--- src/rtl/brx_pkg.sv ---
package brx_pkg;
  typedef enum logic [2:0] {
    COND_EQ   = 3'd0,
    COND_NE   = 3'd1,
    COND_LTZ  = 3'd2,
    COND_GEZ  = 3'd3,
    COND_LEZ  = 3'd4,
    COND_GTZ  = 3'd5,
    COND_RSV6 = 3'd6,
    COND_RSV7 = 3'd7
  } cond_e;

  localparam int unsigned INSN_BYTES = 4;
endpackage

--- src/rtl/brx_operand_sel.sv ---
module brx_operand_sel #(
  parameter int unsigned XLEN = 32,
  parameter int unsigned RAW  = 5
) (
  input  logic [RAW-1:0]  src_idx,
  input  logic [XLEN-1:0] rf_data,
  input  logic            prev_wr_en,
  input  logic [RAW-1:0]  prev_rd,
  input  logic [XLEN-1:0] prev_result,
  output logic [XLEN-1:0] opnd
);
  logic src_is_zero;
  logic hit;

  always_comb begin
    src_is_zero = (src_idx == '0);
    hit         = prev_wr_en && (prev_rd != '0) && (prev_rd == src_idx);
    if (src_is_zero)
      opnd = '0;
    else if (hit)
      opnd = prev_result;
    else
      opnd = rf_data;
  end
endmodule

--- src/rtl/brx_cond_eval.sv ---
module brx_cond_eval
  import brx_pkg::*;
#(
  parameter int unsigned XLEN = 32
) (
  input  logic            valid,
  input  logic [2:0]      cond,
  input  logic [XLEN-1:0] opa,
  input  logic [XLEN-1:0] opb,
  output logic            taken
);
  cond_e kind;
  logic  a_neg;
  logic  a_zero;
  logic  same;
  logic  hit;

  always_comb begin
    kind   = cond_e'(cond);
    a_neg  = opa[XLEN-1];
    a_zero = (opa == '0);
    same   = (opa == opb);
    unique case (kind)
      COND_EQ:  hit = same;
      COND_NE:  hit = !same;
      COND_LTZ: hit = a_neg;
      COND_GEZ: hit = !a_neg;
      COND_LEZ: hit = a_neg || a_zero;
      COND_GTZ: hit = !a_neg && !a_zero;
      default:  hit = 1'b0;
    endcase
    taken = valid && hit;
  end
endmodule

--- src/rtl/brx_target_gen.sv ---
module brx_target_gen #(
  parameter int unsigned XLEN = 32,
  parameter int unsigned OFFW = 16
) (
  input  logic [XLEN-1:0] pc,
  input  logic [OFFW-1:0] offset,
  output logic [XLEN-1:0] target
);
  localparam int unsigned SHIFT = 2;
  localparam int unsigned EXTW  = XLEN - OFFW - SHIFT;
  localparam logic [XLEN-1:0] STEP = XLEN'(brx_pkg::INSN_BYTES);

  logic [XLEN-1:0] byte_off;
  logic [XLEN-1:0] slot_pc;

  always_comb begin
    byte_off = {{EXTW{offset[OFFW-1]}}, offset, {SHIFT{1'b0}}};
    slot_pc  = pc + STEP;
    target   = slot_pc + byte_off;
  end
endmodule

--- src/rtl/brx_resolve_unit.sv ---
module brx_resolve_unit #(
  parameter int unsigned XLEN      = 32,
  parameter int unsigned RAW       = 5,
  parameter int unsigned OFFW      = 16,
  parameter logic [31:0] RESET_VEC = 32'hBFC0_0000
) (
  input  logic            clk,
  input  logic            rst_n,
  input  logic            ex_valid,
  input  logic [2:0]      ex_cond,
  input  logic [XLEN-1:0] ex_pc,
  input  logic [OFFW-1:0] ex_offset,
  input  logic [RAW-1:0]  ex_rs,
  input  logic [RAW-1:0]  ex_rt,
  input  logic [XLEN-1:0] rs_rf_data,
  input  logic [XLEN-1:0] rt_rf_data,
  input  logic            prev_wr_en,
  input  logic [RAW-1:0]  prev_rd,
  input  logic [XLEN-1:0] prev_result,
  output logic            br_taken,
  output logic [XLEN-1:0] br_target,
  output logic [XLEN-1:0] fetch_pc,
  output logic            redirect
);
  localparam int unsigned NOPND = 2;
  localparam logic [XLEN-1:0] STEP = XLEN'(brx_pkg::INSN_BYTES);

  logic [RAW-1:0]  src_idx [NOPND];
  logic [XLEN-1:0] src_rf  [NOPND];
  logic [XLEN-1:0] opnd    [NOPND];

  assign src_idx[0] = ex_rs;
  assign src_idx[1] = ex_rt;
  assign src_rf[0]  = rs_rf_data;
  assign src_rf[1]  = rt_rf_data;

  for (genvar g = 0; g < NOPND; g++) begin : g_opnd
    brx_operand_sel #(.XLEN(XLEN), .RAW(RAW)) u_sel (
      .src_idx    (src_idx[g]),
      .rf_data    (src_rf[g]),
      .prev_wr_en (prev_wr_en),
      .prev_rd    (prev_rd),
      .prev_result(prev_result),
      .opnd       (opnd[g])
    );
  end

  brx_cond_eval #(.XLEN(XLEN)) u_eval (
    .valid (ex_valid),
    .cond  (ex_cond),
    .opa   (opnd[0]),
    .opb   (opnd[1]),
    .taken (br_taken)
  );

  brx_target_gen #(.XLEN(XLEN), .OFFW(OFFW)) u_tgt (
    .pc     (ex_pc),
    .offset (ex_offset),
    .target (br_target)
  );

  logic [XLEN-1:0] pc_next;

  always_comb begin
    pc_next = br_taken ? br_target : (fetch_pc + STEP);
  end

  always_ff @(posedge clk) begin
    if (!rst_n) begin
      fetch_pc <= XLEN'(RESET_VEC);
      redirect <= 1'b0;
    end else begin
      fetch_pc <= pc_next;
      redirect <= br_taken;
    end
  end
endmodule

--- config.mk ---
export PLATFORM = sky130hd
export DESIGN_NAME = brx_resolve_unit
export DESIGN_NICKNAME = d
export VERILOG_FILES = /design/src/rtl/brx_pkg.sv /design/src/rtl/brx_operand_sel.sv /design/src/rtl/brx_cond_eval.sv /design/src/rtl/brx_target_gen.sv /design/src/rtl/brx_resolve_unit.sv
export SDC_FILE = /design/constraint.sdc
export NUM_CORES = 1
export LEC_CHECK = 0
export BUFFER_PORTS_ARGS = -buffer_cell sky130_fd_sc_hd__buf_2
export CORE_MARGIN = 1.5
export CORE_UTILIZATION = 40
export DETAILED_ROUTE_END_ITERATION = 8
export PLACE_DENSITY = 0.7
export SKIP_LAST_GASP = 1
export SLEW_MARGIN = 40
export SYNTH_ARGS = -nofsm -noshare
export SYNTH_HDL_FRONTEND = slang
export SYNTH_SLANG_ARGS = --single-unit
--- constraint.sdc ---
create_clock -name clk -period 5.64 [get_ports clk]
set_clock_uncertainty 0.15 [all_clocks]
set_input_delay 1.128 -clock clk [delete_from_list [all_inputs] [get_ports clk]]
set_output_delay 1.128 -clock clk [all_outputs]
set_load 0.005 [all_outputs]
* After elaboration in Yosys (flattened, before gate mapping)
Cells that the tools add are included.
** Word-level totals
- Bits in registers :: 33
- Bits of input ports :: 166
- Output and inout port bits :: 66
- Word-level logic and storage cells :: 33
** Cells by class
- Add/sub/neg operators :: 3
- Equal/unequal tests :: 8
- Multiplexer cells :: 6
- Reductions and logical operators :: 14
** Operators with widths (number)
- $mux W32 :: 5
- $add A32 B3 Y32 const B :: 2
- $add A32 B32 Y32 :: 1
- $eq A32 B32 Y1 :: 1
- $logic_not A32 Y1 :: 1
- $eq A5 B5 Y1 :: 2
- $logic_not A5 Y1 :: 2
- $eq A3 B2 Y1 const B :: 2
- $eq A3 B3 Y1 const B :: 2
- $pmux W1 S6 :: 1
- $logic_and A1 B1 Y1 :: 5
- $reduce_bool A5 Y1 :: 1
- $eq A3 B1 Y1 const B :: 1
- $logic_not A1 Y1 :: 3
- $logic_not A3 Y1 :: 1
- $logic_or A1 B1 Y1 :: 1

* Longest topological paths before layout
- Word-level depth :: 11
- Mapped depth :: 16
- Mapped depth without buffers :: 16

* Cells and area by module
From an unflattened synthesis, not the netlist that was laid out.
** Second synthesis, totals
- Cells, all modules :: 765
- Area, all modules :: 5705.5 um^2
** By module, submodules not included
- brx_target_gen :: times used 1, cells an instance 238, area an instance 1881.8 um^2, seq. area each 0.0 um^2
- brx_resolve_unit :: times used 1, cells an instance 233, area an instance 1865.5 um^2, seq. area each 660.6 um^2
- brx_operand_sel :: times used 2, cells an instance 114, area an instance 724.4 um^2, seq. area each 0.0 um^2
- brx_cond_eval :: times used 1, cells an instance 66, area an instance 509.2 um^2, seq. area each 0.0 um^2

* Least setup slack after synthesis
Ideal clock, no wire load.
- Path type :: input-to-output
- Start point :: input port prev_rd[0]
- End point :: output port br_taken
- Arrival time :: 4.263 ns
- Required time :: 4.362 ns
- Path slack :: 0.099 ns
- Stages on the path :: 11
- Buffers on the path :: 1
- Cells stage by stage :: or4_4 > o211ai_1 > nor2_1 > mux2i_1 > or4_1 > a2111oi_2 > nand4_1 > or4_1 > or3b_4 > nand3_4 > buf_6
** On the way
- Longest elaborated chain between the ends :: 10
- Elaborated cells on any way between the ends :: 19
- Those cells by class :: eq/ne (3); mux (5); reduce/logical (11)
** RTL lines
- from (decl) :: line brx_resolve_unit.sv:18 : input logic [RAW-1:0] prev_rd,
- $reduce_bool A5 Y1 :: line brx_operand_sel.sv:17 : hit = prev_wr_en && (prev_rd != '0) && (prev_rd == src_idx);
- $logic_and A1 B1 Y1 (2 in a row) :: line brx_operand_sel.sv:17
- $mux W32 :: line brx_operand_sel.sv:20 : else if (hit)
- $mux W32 :: line brx_operand_sel.sv:18 : if (src_is_zero)
- $logic_not A32 Y1 :: line brx_cond_eval.sv:21 : a_zero = (opa == '0);
- $logic_not A1 Y1 :: line brx_cond_eval.sv:29 : COND_GTZ: hit = !a_neg && !a_zero;
- $logic_and A1 B1 Y1 :: line brx_cond_eval.sv:29
- $pmux W1 S6 * :: line brx_cond_eval.sv:23 : unique case (kind)
- $logic_and A1 B1 Y1 * :: line brx_cond_eval.sv:32 : taken = valid && hit;
- to (decl) :: line brx_resolve_unit.sv:20 : output logic br_taken,
Every way passes the cells marked *; elsewhere a longest branch is shown, timed or not.

* Worst setup path after layout
Ends and elaborated chain as after synthesis.

==> results.sh <==
export IMPL_outcome="finished with violations"
export IMPL_violations="negative setup slack"
export IMPL_hold_viol_final=0
export IMPL_wl_met2_um=10400
export IMPL_synth_area_leaders="ha_1 (12%), dfxtp_1 (11%), mux2i_1 (8.4%)"
export IMPL_fp_dieW_um=125
export IMPL_gp_congestion=0.986
export IMPL_synth_top_area_share_pct=12.2
export IMPL_antennaDiodeCount=0
export IMPL_worstSkewPairLatency_ns=0.27
export IMPL_grtUsageTotal_pct=28.5
export IMPL_synth_edf_count=0
export IMPL_coreArea_mm2=0.0145
export IMPL_max_slew_margin_rel_pct=57.6
export IMPL_overflow=0
export IMPL_area_growth_pct=31.4
export IMPL_ir_worst_vdd_v=0.000129
export IMPL_drc=0
export IMPL_portBuffers=231
export IMPL_grt_pass1_vias=7192
export IMPL_setup_slack_ns=-0.0594
export IMPL_post_place_ws_ns=-0.0826
export IMPL_syn_inst=829
export IMPL_clock_root_buffer="clkbuf_16"
export IMPL_path_class="primary input to output port"
export IMPL_synth_cell_types=75
export IMPL_final_nets=1310
export IMPL_start_util_pct=41.0
export IMPL_finalMaxSlewViolations=0
export IMPL_htreeDepth=2
export IMPL_cts_tree="done"
export IMPL_layout_commonest_cell="buf_2"
export IMPL_grt_max_degree=56
export IMPL_synth_seq_area_share_pct=11.1
export IMPL_chipHeight_um=125
export IMPL_drt_iter0_drc=672
export IMPL_critPathArrivalTime_ns=4.42
export IMPL_finalWirelength_um=23200
export IMPL_synth_fp_nets=1054
export IMPL_viasPerCell=5.91
export IMPL_finalCritPeriodShare_pct=101
export IMPL_fillCellCount=1466
export IMPL_tightestPinTransition_ns=0.634
export IMPL_layout_drive_gt1_share_pct=30.2
export IMPL_critical_path_endpoint_type="output port"
export IMPL_fin_util_pct=53.9
export IMPL_cts_made_buffers=5
export IMPL_layout_common_cells="buf_2 (230), nand2_1 (83), a21oi_1 (78)"
export IMPL_clock_sinks=33
export IMPL_worstRegToRegCells=9
export IMPL_firstDrtPassIters=5
export IMPL_yosys_area_top_type="ha_1"
export IMPL_antenna_found_initial=0
export IMPL_crit_fanout=6
export IMPL_max_cap_viol_count=0
export IMPL_power_density_mw_per_mm2=166
export IMPL_highest_layer="met4"
export IMPL_die_area_mm2=0.0157
export IMPL_avgRoutedWirePerCell_um=18.3
export IMPL_syn_avg_cell_area_um2=7.19
export IMPL_hold_slack_ns=0.306
export IMPL_critPathRequiredTime_ns=4.36
export IMPL_ys_seq_elements=33
export IMPL_p_total_mw=1.30
export IMPL_synthesis_area_mm2=0.00596
export IMPL_p_leak_nw=3.75
export IMPL_critPathLaunchType="primary input"
export IMPL_wl_met1_um=10200
export IMPL_finalCriticalPeriod_ns=5.70
export IMPL_holdBufCountCts=0
export IMPL_vias=7501
export IMPL_reg2reg_slack_ns=3.07
export IMPL_grt_pass1_wl_um=36900
export IMPL_synth_warnings=0
export IMPL_rsz0062_at_grt="yes"
export IMPL_dp_hpwl_um=19100
export IMPL_drtAntennaViolNets=0
export IMPL_hold_path_class="register to register"
export IMPL_clk_pin_slew_worst_paths_ns=0.05
export IMPL_ios=232
export IMPL_postSynth_asyncResetShare_pct=0
export IMPL_wl_met3_um=1870
export IMPL_max_freq_mhz=175
export IMPL_hold_depth=2
export IMPL_setup_violations=1
export IMPL_clockBufferDepth=2
export IMPL_std_cell_rows=44
export IMPL_synth_ff_type="dfxtp_1"
-- timing repair --
item | CTS | global route
endpoints found under the setup margin | 1 | 2
gates resized for setup | 1 | 14
buffers inserted | 0 | 0
pin swaps | 0 | 3
-- routing by layer --
| layer | global-route usage, % | up-vias |
|---|---|---|
| li1 | - | 3583 |
| met2 | 47.3 | 393 |
| met5 | 0 | - |
| met4 | 7.29 | 0 |
| met1 | 39.2 | 3459 |
| met3 | 3.64 | 66 |
-- state kept, by name, summed over array words and instances, names as in the netlist --
register and count:
fetch_pc 32, redirect 1
-- worst max-delay path, cell delays in order --
cell     delay, ns
buf_2         0.11
or4_4         0.57
o211a_4       0.28
nand2_4       0.11
buf_4         0.17
a21oi_1       0.07
o21ai_0       0.26
nand4_1       0.15
o311a_1       0.39
or4_4         0.55
or3b_4        0.41
nand3_4       0.11
buf_2         0.12
-- cell type report --
| type | instances | area [µm²] | share of cell area [%] |
|---|---|---|---|
| clock buffers | 7 | 143 | 1.82 |
| clock inverters | 1 | 30.0 | 0.383 |
| flip-flops and latches | 33 | 661 | 8.43 |
| multi-input cells | 729 | 5070 | 64.7 |
| repair buffers | 291 | 1610 | 20.5 |
| inverters | 25 | 93.8 | 1.20 |
| well taps | 184 | 230 | 2.94 |
-- cell families (layout without fill, tap and decap cells) --
family                   Yosys count  after routing  share of synthesized area, %
AND/OR/NAND/NOR                  284            284                          24.7
AO/OA/AOI/OAI                    258            258                          26.5
XOR/XNOR                          72             72                          10.6
buffers and inverters             67            324                          5.14
adder cells (fa/ha/maj)           59             59                          12.5
multiplexers                      56             56                          9.52
flip-flops                        33             33                          11.1
-- metrics by stage --
step                      TNS (ns)  area (µm²)  std cells
after floorplan                  0        5960        829
after detailed placement   -0.0826        7590       1262
after global placement     -0.0675        7590       1262
after global routing        -0.120        7840       1270
final                      -0.0594        7840       1270
after CTS                  -0.0580        7780       1270
-- worst paths after layout --
check,startpoint,end
worst min-delay path,fetch_pc[1]$_SDFFE_PN0P_,fetch_pc[1]$_SDFFE_PN0P_
worst max register to register,fetch_pc[4]$_SDFF_PN0_,fetch_pc[25]$_SDFF_PN1_
worst min register to register,fetch_pc[1]$_SDFFE_PN0P_,fetch_pc[1]$_SDFFE_PN0P_
worst max-delay path,prev_rd[0],br_taken
-- power breakdown --
part | total [mW] | switching [mW] | internal (mW)
Combinational | 0.707 | 0.387 | 0.321
Clock | 0.315 | 0.0950 | 0.220
Sequential | 0.281 | 0.0245 | 0.257
Total | 1.30 | 0.506 | 0.798
-- cell usage after synthesis, types with 5 or more instances --
library cell	number
nand3_1	34
xor2_1	28
inv_1	24
o31ai_1	5
o211ai_1	7
nand2_1	83
ha_1	58
o21ai_1	8
xnor2_1	44
o21a_1	6
mux2i_1	50
a31oi_1	9
a21o_1	16
and3_1	12
nand2b_1	19
nor2_1	36
o22ai_1	10
o2111ai_1	7
o21ai_0	73
or2_2	5
a22oi_1	5
nor2b_1	15
nor3_1	16
buf_2	8
clkbuf_1	25
or4_1	5
nand4_1	19
or3_1	7
nor4_1	13
dfxtp_1	33
a21oi_1	79
Note: power is estimated with default switching activity, not from simulation.
